<file path="src/rtl/sam_pkg.sv">
package sam_pkg;
    typedef enum logic [1:0] {
        ST_IDLE = 2'd0,
        ST_RUN  = 2'd1,
        ST_FIN  = 2'd2
    } sam_state_t;
endpackage

</file>
<file path="src/rtl/sam_step.sv">
module sam_step #(
    parameter int W = 32
) (
    input  logic [W-1:0] acc,
    input  logic [W-1:0] mcand,
    input  logic [W-1:0] mplier,
    output logic [W-1:0] acc_nxt,
    output logic [W-1:0] mcand_nxt,
    output logic [W-1:0] mplier_nxt,
    output logic         last
);
    logic [W-1:0] masked;

    // branch-free select: each multiplicand bit gated by the multiplier LSB
    for (genvar i = 0; i < W; i++) begin : g_mask
        assign masked[i] = mcand[i] & mplier[0];
    end

    assign acc_nxt    = acc + masked;
    assign mcand_nxt  = {mcand[W-2:0], 1'b0};
    assign mplier_nxt = {1'b0, mplier[W-1:1]};
    assign last       = (mplier[W-1:1] == '0);
endmodule

</file>
<file path="src/rtl/sam_dpath.sv">
module sam_dpath #(
    parameter int W = 32
) (
    input  logic         clk,
    input  logic         rst_n,
    input  logic         load,
    input  logic         step_en,
    input  logic [W-1:0] op_a,
    input  logic [W-1:0] op_b,
    output logic [W-1:0] acc,
    output logic         step_last,
    output logic         mpl_zero
);
    logic [W-1:0] mcand, mplier;
    logic [W-1:0] acc_nxt, mcand_nxt, mplier_nxt;

    sam_step #(.W(W)) u_step (
        .acc        (acc),
        .mcand      (mcand),
        .mplier     (mplier),
        .acc_nxt    (acc_nxt),
        .mcand_nxt  (mcand_nxt),
        .mplier_nxt (mplier_nxt),
        .last       (step_last)
    );

    always_ff @(posedge clk or negedge rst_n) begin
        if (!rst_n) begin
            acc    <= '0;
            mcand  <= '0;
            mplier <= '0;
        end else if (load) begin
            acc    <= '0;
            mcand  <= op_a;
            mplier <= op_b;
        end else if (step_en) begin
            acc    <= acc_nxt;
            mcand  <= mcand_nxt;
            mplier <= mplier_nxt;
        end
    end

    assign mpl_zero = (mplier == '0);


    freeze_chk: assert property (@(posedge clk) disable iff (!rst_n)
        (!load && !step_en) |=> ($stable(mplier) && $stable(mcand) && $stable(acc)));
endmodule

</file>
<file path="src/rtl/sam_ctrl.sv">
module sam_ctrl
    import sam_pkg::*;
(
    input  logic clk,
    input  logic rst_n,
    input  logic start,
    input  logic opb_zero,
    input  logic step_last,
    input  logic mpl_zero,
    output logic load,
    output logic step_en,
    output logic busy,
    output logic done
);
    sam_state_t state, state_nxt;

    always_ff @(posedge clk or negedge rst_n) begin
        if (!rst_n) state <= ST_IDLE;
        else        state <= state_nxt;
    end

    always_comb begin
        state_nxt = state;
        unique case (state)
            ST_IDLE: if (start) state_nxt = opb_zero ? ST_FIN : ST_RUN;
            ST_RUN:  if (step_last) state_nxt = ST_FIN;
            ST_FIN:  state_nxt = ST_IDLE;
            default: state_nxt = ST_IDLE;
        endcase
    end

    always_comb begin
        load    = 1'b0;
        step_en = 1'b0;
        busy    = 1'b0;
        done    = 1'b0;
        unique case (state)
            ST_IDLE: load = start;
            ST_RUN:  begin busy = 1'b1; step_en = 1'b1; end
            ST_FIN:  begin busy = 1'b1; done = 1'b1; end
            default: ;
        endcase
    end


    done_single_chk: assert property (@(posedge clk) disable iff (!rst_n)
        done |=> !done);

    done_busy_chk: assert property (@(posedge clk) disable iff (!rst_n)
        done |=> !busy);

    fin_exhausted_chk: assert property (@(posedge clk) disable iff (!rst_n)
        done |-> mpl_zero);

    accept_busy_chk: assert property (@(posedge clk) disable iff (!rst_n)
        (start && !busy) |=> busy);
endmodule

</file>
<file path="src/rtl/shiftadd_mul.sv">
module shiftadd_mul #(
    parameter int W = 32
) (
    input  logic         clk,
    input  logic         rst_n,
    input  logic         start,
    input  logic [W-1:0] op_a,
    input  logic [W-1:0] op_b,
    output logic         busy,
    output logic         done,
    output logic [W-1:0] result
);
    localparam logic [W-1:0] ZERO = '0;

    logic load, step_en, step_last, mpl_zero, opb_zero;

    assign opb_zero = (op_b == ZERO);

    sam_ctrl u_ctrl (
        .clk       (clk),
        .rst_n     (rst_n),
        .start     (start),
        .opb_zero  (opb_zero),
        .step_last (step_last),
        .mpl_zero  (mpl_zero),
        .load      (load),
        .step_en   (step_en),
        .busy      (busy),
        .done      (done)
    );

    sam_dpath #(.W(W)) u_dpath (
        .clk       (clk),
        .rst_n     (rst_n),
        .load      (load),
        .step_en   (step_en),
        .op_a      (op_a),
        .op_b      (op_b),
        .acc       (result),
        .step_last (step_last),
        .mpl_zero  (mpl_zero)
    );


    hold_chk: assert property (@(posedge clk) disable iff (!rst_n)
        (!busy && !start) |=> $stable(result));

    clear_chk: assert property (@(posedge clk) disable iff (!rst_n)
        (start && !busy) |=> (result == ZERO));
endmodule

</file>
<file path="config.mk">
export PLATFORM = sky130hd
export DESIGN_NAME = shiftadd_mul
export DESIGN_NICKNAME = d
export VERILOG_FILES = /design/src/rtl/sam_pkg.sv /design/src/rtl/sam_step.sv /design/src/rtl/sam_dpath.sv /design/src/rtl/sam_ctrl.sv /design/src/rtl/shiftadd_mul.sv
export SDC_FILE = /design/constraint.sdc
export NUM_CORES = 1
export LEC_CHECK = 0
export BUFFER_PORTS_ARGS = -buffer_cell sky130_fd_sc_hd__buf_2
export CORE_MARGIN = 1
export CORE_UTILIZATION = 52
export DETAILED_ROUTE_END_ITERATION = 10
export GPL_TIMING_DRIVEN = 0
export HOLD_SLACK_MARGIN = 0.02
export PLACE_DENSITY = 0.77
export SYNTH_ARGS = -nofsm -noshare
export SYNTH_HDL_FRONTEND = slang
export SYNTH_SLANG_ARGS = --single-unit
</file>
<file path="constraint.sdc">
create_clock -name clk -period 3 [get_ports clk]
set_clock_uncertainty 0.1 [all_clocks]
set_input_delay 0.45 -clock clk [delete_from_list [all_inputs] [get_ports clk]]
set_output_delay 0.45 -clock clk [all_outputs]
set_load 0.1 [all_outputs]
</file>
==> results.py, run 1 <==
metrics = {
    "logic_synthesis": {
        "synth_area_um2": 6360,
        "synth_warnings": 0,
        "yosysUniqueCellTypes": 55,
        "synth_flop_cell": "dfrtp_1",
        "syn_area_per_cell_um2": 9.01,
        "synth_top_area_frac": 0.385,
        "ys_seq_elements": 98,
        "async_reset_ff_frac": 1.00,
        "ys_seq_area_frac": 0.385,
        "synth_fp_nets": 808,
        "synth_most_common_cell": "dfrtp_1",
        "syn_inst": 706,
        "synth_area_leaders": "dfrtp_1 (39%), mux2i_1 (12%), o21ai_0 (6.8%)",
        "synth_common_cells": "dfrtp_1 (98), nand2_1 (97), o21ai_0 (86)",
        "yosysTopAreaCell": "dfrtp_1",
        "synth_edf_count": 0,
    },
    "drt": {
        "drt-initial-drc-count": 283,
        "wl_per_cell_um": 17.3,
        "drtPass1Iterations": 5,
        "vias": 5798,
        "wl_mm": 16.9,
        "via_per_inst": 5.93,
        "ant_nets": 0,
        "drc": 0,
    },
    "power": {
        "internal-power_mw": 4.22,
        "leakage_nw": 3.51,
        "p_seq_frac": 0.283,
        "power_density_nw_per_um2": 1110,
        "swShare": 0.513,
        "p_clk_frac": 0.136,
        "comb_power_share": 0.580,
        "p_sw_mw": 4.44,
        "ir_drop_v": 0.000701,
    },
    "worst_setup_path": {
        "crit_type": "reg -> reg",
        "arrival_ns": 3.12,
        "crit_cells": 12,
        "r2r_slack_ns": 0.01,
        "cp.buffers_inverters": 1,
        "crit_chain": "and2_1 -> ha_1 -> inv_1 -> fa_1 -> nand2b_1 -> a21o_1 -> a21oi_2 -> or3b_4 -> a31oi_4 -> o31a_2 -> nor3_1 -> a211oi_2",
        "regToRegStartpoint": "u_dpath.mplier[0]",
        "crit_slowest_cell": "dfrtp_2",
        "cp.required_ns": 3.13,
        "cp-endpoint": "u_dpath.acc[26]",
        "timing.rr.end": "u_dpath.acc[26]",
        "critPathLaunchType": "register",
        "crit_path_max_fanout": 5,
        "cp_slowest_stage_delay_ns": 0.45,
        "critPathTopFamily": "compound AO/OA/AOI/OAI gates",
        "setup.worst_path.end_class": "register",
        "worstRegToRegCells": 12,
        "startpoint": "u_dpath.mplier[0]",
    },
    "min_path": {
        "hold_path.startpoint": "op_a[27]",
        "min_path_type": "in -> reg",
    },
    "placed_design": {
        "port_buffers": 100,
        "place_congestion": 0.874,
        "pre_cts_ws_ns": -0.325,
        "hpwl_mm": 12.1,
    },
    "die": {
        "die_area_um2": 12700,
        "core_um2": 12000,
        "pin_count": 101,
        "num_rows": 40,
        "start_util": 0.532,
        "die_w_um": 113,
        "die_height_um": 113,
    },
    "sta": {
        "fin_crit_ns": 2.99,
        "rsz0062_at_grt": "yes",
        "fin_ws_ns": 0.0140,
        "worst_pin_slew_ns": 0.811,
        "finalMaxSlewViolations": 0,
        "relSlewSlack": 0.459,
        "holdWs_ns": 0.194,
        "finalSetupViolCount": 0,
        "post-route-period-util": 0.995,
        "finalHoldViolations": 0,
        "fmax_mhz": 335,
    },
    "cells_and_area": {
        "final_core_util": 0.653,
        "syn_to_final_growth_pct": 22.7,
        "final_layout_size_suffix_gt1_frac": 0.235,
        "layout.nets": 928,
        "fillers": 962,
        "antenna_cells": 0,
    },
    "clock_network": {
        "cts-htree-levels": 3,
        "cts_inserted_buffers": 9,
        "cts-root-buf": "clkbuf_16",
        "cts.path.max_buffers": 2,
        "insertion_delay_ns": 0.36,
        "clkTransAtPathRegs_ns": 0.08,
        "cts.sinks": 98,
        "cts_tree": "done",
    },
    "flow_run": {
        "maxCapViolations": 0,
    },
    "global_routing": {
        "grt_pass1_vias": 5639,
        "grt_pass1_wl_mm": 27.2,
        "antenna_found_initial": 0,
        "grt_start_max_net_pins": 61,
        "grt-ovfl-total": 0,
        "grt_use_total": 0.272,
    },
    "status": {
        "run_status": "finished clean",
    },
}
state kept, by name, indices dropped and copies added, names as in the netlist:
register,count
u_ctrl.state,2
u_dpath.mcand,32
u_dpath.acc,32
u_dpath.mplier,32
layout by cell type (no fill, tap or decap), drive strengths merged, types with 3 or more instances in the layout:
cell type  count
ha            34
nor2b          3
buf          120
dfrtp         98
nand4          6
a21o          15
or3            5
and3           3
xnor2          7
nor3          14
nor4          17
nand4b         3
o21ai         86
inv           17
xor2           8
nand3         15
nand2b         4
nor2          31
a21oi         38
and2          35
clkbuf        35
nand3b         3
nand2         97
mux2i         78
o31ai          3
o21a           9
a211oi        11
o21bai         4
nor3b          3
per-stage QoR:
stage	area, um2	power (mW)	setup TNS [ns]	std cells
6_report	7800	8.67	0	978
5_1_grt	7800	9.19	-0.615	978
4_1_cts	7530	8.38	-0.170	975
3_5_place_dp	7090	7.07	-1.91	954
3_3_place_gp	7060	6.92	-1.52	953
2_1_floorplan	6370	6.00	-0.0471	706
worst min-delay path, delay by kind of cell:
family          cells  cell delay [ns]
compound gates      1             0.06
simple gates        1             0.04
buf+inv             1             0.07
power groups by stage:
| stage | registers (mW) | clock network, mW | logic [mW] |
|---|---|---|---|
| 2_1_floorplan | 3.36 | 0 | 2.63 |
| 5_1_grt | 2.52 | 1.24 | 5.43 |
| 3_5_place_dp | 2.42 | 0 | 4.64 |
| 6_report | 2.46 | 1.18 | 5.03 |
| 4_1_cts | 2.42 | 1.18 | 4.78 |
| 3_3_place_gp | 2.39 | 0 | 4.52 |
how the worst min path moves through the flow:
stage                                    to  slack (ns)  cells after the start
after floorplan             u_ctrl.state[0]        0.05                      0
after global placement      u_dpath.acc[15]        0.43                      2
after detailed placement     u_dpath.acc[6]        0.37                      1
after CTS                 u_dpath.mcand[14]        0.19                      3
after global routing      u_dpath.mcand[15]        0.20                      3
final                     u_dpath.mcand[27]        0.19                      3
what timing repair did:
action,4_1_cts,5_1_grt
hold endpoints to repair,38,0
hold buffers,1,0
pin swaps,6,14
setup buffers,5,4
setup endpoints to repair,22,15
gates resized for setup,22,52
metal layers:
layer  GRT usage  up-vias  share of wire
met5           0        -              0
met4       0.101        0          0.023
met3      0.0470       30          0.049
met2       0.464      160           0.49
met1       0.347     2831           0.44
li1            -     2777              -
cells by family (layout without fill, tap and decap cells):
logic type	Yosys count	after routing	share of synthesized area
AO/OA/AOI/OAI	184	184	0.180
XOR/XNOR	15	15	0.0206
adder cells (fa/ha/maj)	35	35	0.0700
buffers and inverters	51	176	0.0303
flip-flops	98	98	0.385
multiplexers	78	78	0.123
AND/OR/NAND/NOR	245	245	0.191
area by class of cell:
class | instances | area, um2 | area share
Tap cell | 147 | 184 | 0.0236
Clock buffer | 10 | 239 | 0.0306
Sequential cell | 98 | 2460 | 0.316
Multi-Input combinational cell | 557 | 4040 | 0.517
Timing Repair Buffer | 111 | 612 | 0.0784
Inverter | 14 | 52.6 | 0.00673
Buffer | 35 | 159 | 0.0204
Clock inverter | 6 | 56.3 | 0.00721
(Power assumes the default switching activity.)
==> run 2, diff against run 1 <==
--- a/config.mk
+++ b/config.mk
@@ -5,13 +5,14 @@
 export SDC_FILE = /design/constraint.sdc
 export NUM_CORES = 1
 export LEC_CHECK = 0
+export ABC_AREA = 1
 export BUFFER_PORTS_ARGS = -buffer_cell sky130_fd_sc_hd__buf_2
 export CORE_MARGIN = 1
-export CORE_UTILIZATION = 52
+export CORE_UTILIZATION = 35
 export DETAILED_ROUTE_END_ITERATION = 10
 export GPL_TIMING_DRIVEN = 0
 export HOLD_SLACK_MARGIN = 0.02
-export PLACE_DENSITY = 0.77
+export SKIP_LAST_GASP = 1
 export SYNTH_ARGS = -nofsm -noshare
 export SYNTH_HDL_FRONTEND = slang
 export SYNTH_SLANG_ARGS = --single-unit
==> run 2 against run 1 <==
- synthesized cell count grew 49%
- fmax grew 10%
- sequential cell count is the same
- register-to-register slack gained 0.27 ns
- combinational power shrank 6.2%
- sequential share of layout area shrank 1.9 points
- critical path depth grew 4
- final area grew 6.0%
- total power shrank 4.7%
- via count grew 15%
- wire length grew 17%
- critical path type unchanged
- largest cell class unchanged
- sequential power shrank 8%
==> results.py, run 2 <==
metrics = {
    "sta": {
        "fmax_mhz": 369,
        "finalMaxSlewViolations": 0,
        "finalHoldViolations": 0,
        "rsz0062_at_grt": "no",
        "relSlewSlack": 0.457,
        "worst_pin_slew_ns": 0.814,
        "finalSetupViolCount": 0,
        "fin_crit_ns": 2.71,
        "post-route-period-util": 0.904,
    },
    "global_routing": {
        "grt-ovfl-total": 0,
        "grt_pass1_vias": 6288,
        "grt_use_total": 0.202,
        "grt_pass1_wl_mm": 32.0,
        "antenna_found_initial": 1,
        "grt_start_max_net_pins": 63,
    },
    "drt": {
        "drc": 0,
        "drt-initial-drc-count": 364,
        "wl_met2_mm": 9.31,
        "wl_met1_mm": 9.51,
        "routed.top_layer": "met4",
        "ant_nets": 0,
        "wl_per_cell_um": 13.8,
        "vias": 6663,
        "wl_mm": 19.8,
        "dr_wl_met3_um": 778,
        "via_per_inst": 4.65,
        "drtPass1Iterations": 5,
    },
    "logic_synthesis": {
        "synth_common_cells": "nand2_1 (429), inv_1 (188), dfrtp_1 (98)",
        "async_reset_ff_frac": 1.00,
        "synth_most_common_cell": "nand2_1",
        "synth_top_area_frac": 0.345,
        "synth_fp_nets": 1154,
        "syn_area_per_cell_um2": 6.75,
        "synth_warnings": 0,
        "syn_inst": 1052,
        "ys_seq_area_frac": 0.345,
        "yosysUniqueCellTypes": 43,
        "synth_area_leaders": "dfrtp_1 (35%), nand2_1 (23%), inv_1 (9.9%)",
        "synth_edf_count": 0,
        "yosysTopAreaCell": "dfrtp_1",
        "synth_area_um2": 7100,
        "synth_flop_cell": "dfrtp_1",
        "ys_seq_elements": 98,
    },
    "placed_design": {
        "port_buffers": 100,
        "hpwl_mm": 15.9,
        "place_congestion": 0.899,
        "dpl.cell_count": 1418,
    },
    "power": {
        "leakage_nw": 4.81,
        "ir_drop_v": 0.000852,
        "total_power_mw": 8.26,
        "power_density_nw_per_um2": 999,
    },
    "clock_network": {
        "cts_inserted_buffers": 9,
        "cts.sinks": 98,
        "cts_tree": "done",
        "insertion_delay_ns": 0.36,
        "cts-root-buf": "clkbuf_16",
        "cts-htree-levels": 3,
        "cts.path.max_buffers": 2,
        "clkTransAtPathRegs_ns": 0.08,
        "cts_setup_buffers": 0,
    },
    "worst_setup_path": {
        "critPathLaunchType": "register",
        "crit_path_max_fanout": 10,
        "crit_type": "reg -> reg",
        "arrival_ns": 2.86,
        "cp.required_ns": 3.15,
        "worstRegToRegCells": 16,
        "setup.worst_path.end_class": "register",
    },
    "cells_and_area": {
        "syn_to_final_growth_pct": 16.6,
        "final_layout_size_suffix_gt1_frac": 0.168,
        "mostFrequentLayoutCell": "nand2_1",
        "reg.largest.list": "u_dpath.acc x32, u_dpath.mcand x32, u_dpath.mplier x32",
        "layout.cells.non_filler": 1434,
        "layout_common_cells": "nand2_1 (429), inv_1 (188), buf_2 (109)",
        "fillers": 2139,
        "final_core_util": 0.421,
        "layout.nets": 1265,
    },
    "die": {
        "start_util": 0.361,
        "core_um2": 19700,
        "pin_count": 101,
        "num_rows": 51,
        "die_height_um": 144,
        "die_w_um": 144,
        "die_area_um2": 20900,
    },
    "flow_run": {
        "maxCapViolations": 0,
    },
    "status": {
        "run_status": "finished clean",
    },
    "min_path": {
        "min_path_type": "in -> async",
    },
}
==> run 2: cell count changes after synthesis, moves of 12 or more <==
cell / change
nor4_1: -12
and2_1: -35
nor2_1: +20
inv_1: +174
o221ai_1: +19
clkbuf_1: -18
nand3_1: +41
nand2_1: +332
mux2i_1: -78
nand2_2: +15
o21ai_0: -76
a21o_1: -12
==> run 2: per-stage QoR <==
stage	instance area, um2	setup TNS [ns]	worst slack (ns)	hold slack (ns)
after global placement	7930	-0.0692	-0.0516	0.387
after detailed placement	7950	-0.0616	-0.0372	0.391
after CTS	8270	0	0.0445	0.124
final	8270	0	0.288	0.0806
after floorplan	7100	0	0.419	0.0544
after global routing	8270	0	0.0608	0.164
==> run 2: path summary, 6_finish.rpt <==
check	start	endpoint	slack (ns)
setup / recovery	u_dpath.mplier[0]	u_dpath.acc[28]	0.29
hold / removal	rst_n	u_dpath.acc[8]	0.08
setup reg to reg	u_dpath.mplier[0]	u_dpath.acc[28]	0.29
hold reg to reg	u_dpath.mcand[20]	u_dpath.mcand[21]	0.40
max in group asynchronous	rst_n	u_dpath.acc[19]	2.01
min in group clk	op_a[0]	u_dpath.mcand[0]	0.20
==> run 2: cell families (layout without fill, tap and decap cells) <==
kind of cell | count (synthesis) | after routing | synth area share
other cells | 0 | 1 | 0
flops | 98 | 98 | 0.345
simple gates | 594 | 594 | 0.352
compound gates | 98 | 98 | 0.109
buf+inv | 224 | 340 | 0.127
fa+ha+maj | 35 | 35 | 0.0628
xor+xnor | 3 | 3 | 0.00370
==> run 2: layer usage <==
| layer | GRT usage | vias to the layer above |
|---|---|---|
| met5 | 0 | - |
| met4 | 0.0471 | 0 |
| met3 | 0.0288 | 16 |
| met2 | 0.339 | 122 |
| met1 | 0.273 | 3016 |
| li1 | - | 3509 |
==> run 2: worst max-delay path, cell delays in order (launching register included) <==
cell	delay, ns
dfrtp_2	0.44
clkbuf_2	0.26
nand2_1	0.08
inv_1	0.06
ha_1	0.18
inv_1	0.06
fa_1	0.43
inv_1	0.13
nand3_1	0.07
nand3_1	0.16
nand3_1	0.11
nand3_2	0.12
nand2_1	0.09
nand2_1	0.07
nand2_1	0.04
nand3_1	0.12
nand2_1	0.07
==> run 2: area by class of cell <==
cell class	count	area (um2)	share of cell area
Clock inverter	7	93.8	0.0113
Inverter	194	728	0.0880
Clock buffer	9	225	0.0272
Antenna cell	1	2.50	0.000302
Timing Repair Buffer	101	523	0.0632
Buffer	29	168	0.0203
Tap cell	265	332	0.0401
Multi-Input combinational cell	730	3750	0.453
Sequential cell	98	2450	0.297
==> run 2: timing repair <==
| action | in CTS | in global routing |
|---|---|---|
| resized for setup | 1 | 1 |
| cloned | 0 | 0 |
| hold buffers | 0 | 0 |
| setup endpoints to repair | 3 | 5 |
==> run 2: power by group <==
part | internal [mW] | total [mW] | switching, mW
clock network | 0.673 | 1.27 | 0.600
registers | 1.89 | 2.27 | 0.379
logic | 1.31 | 4.72 | 3.41
total | 3.87 | 8.26 | 4.39
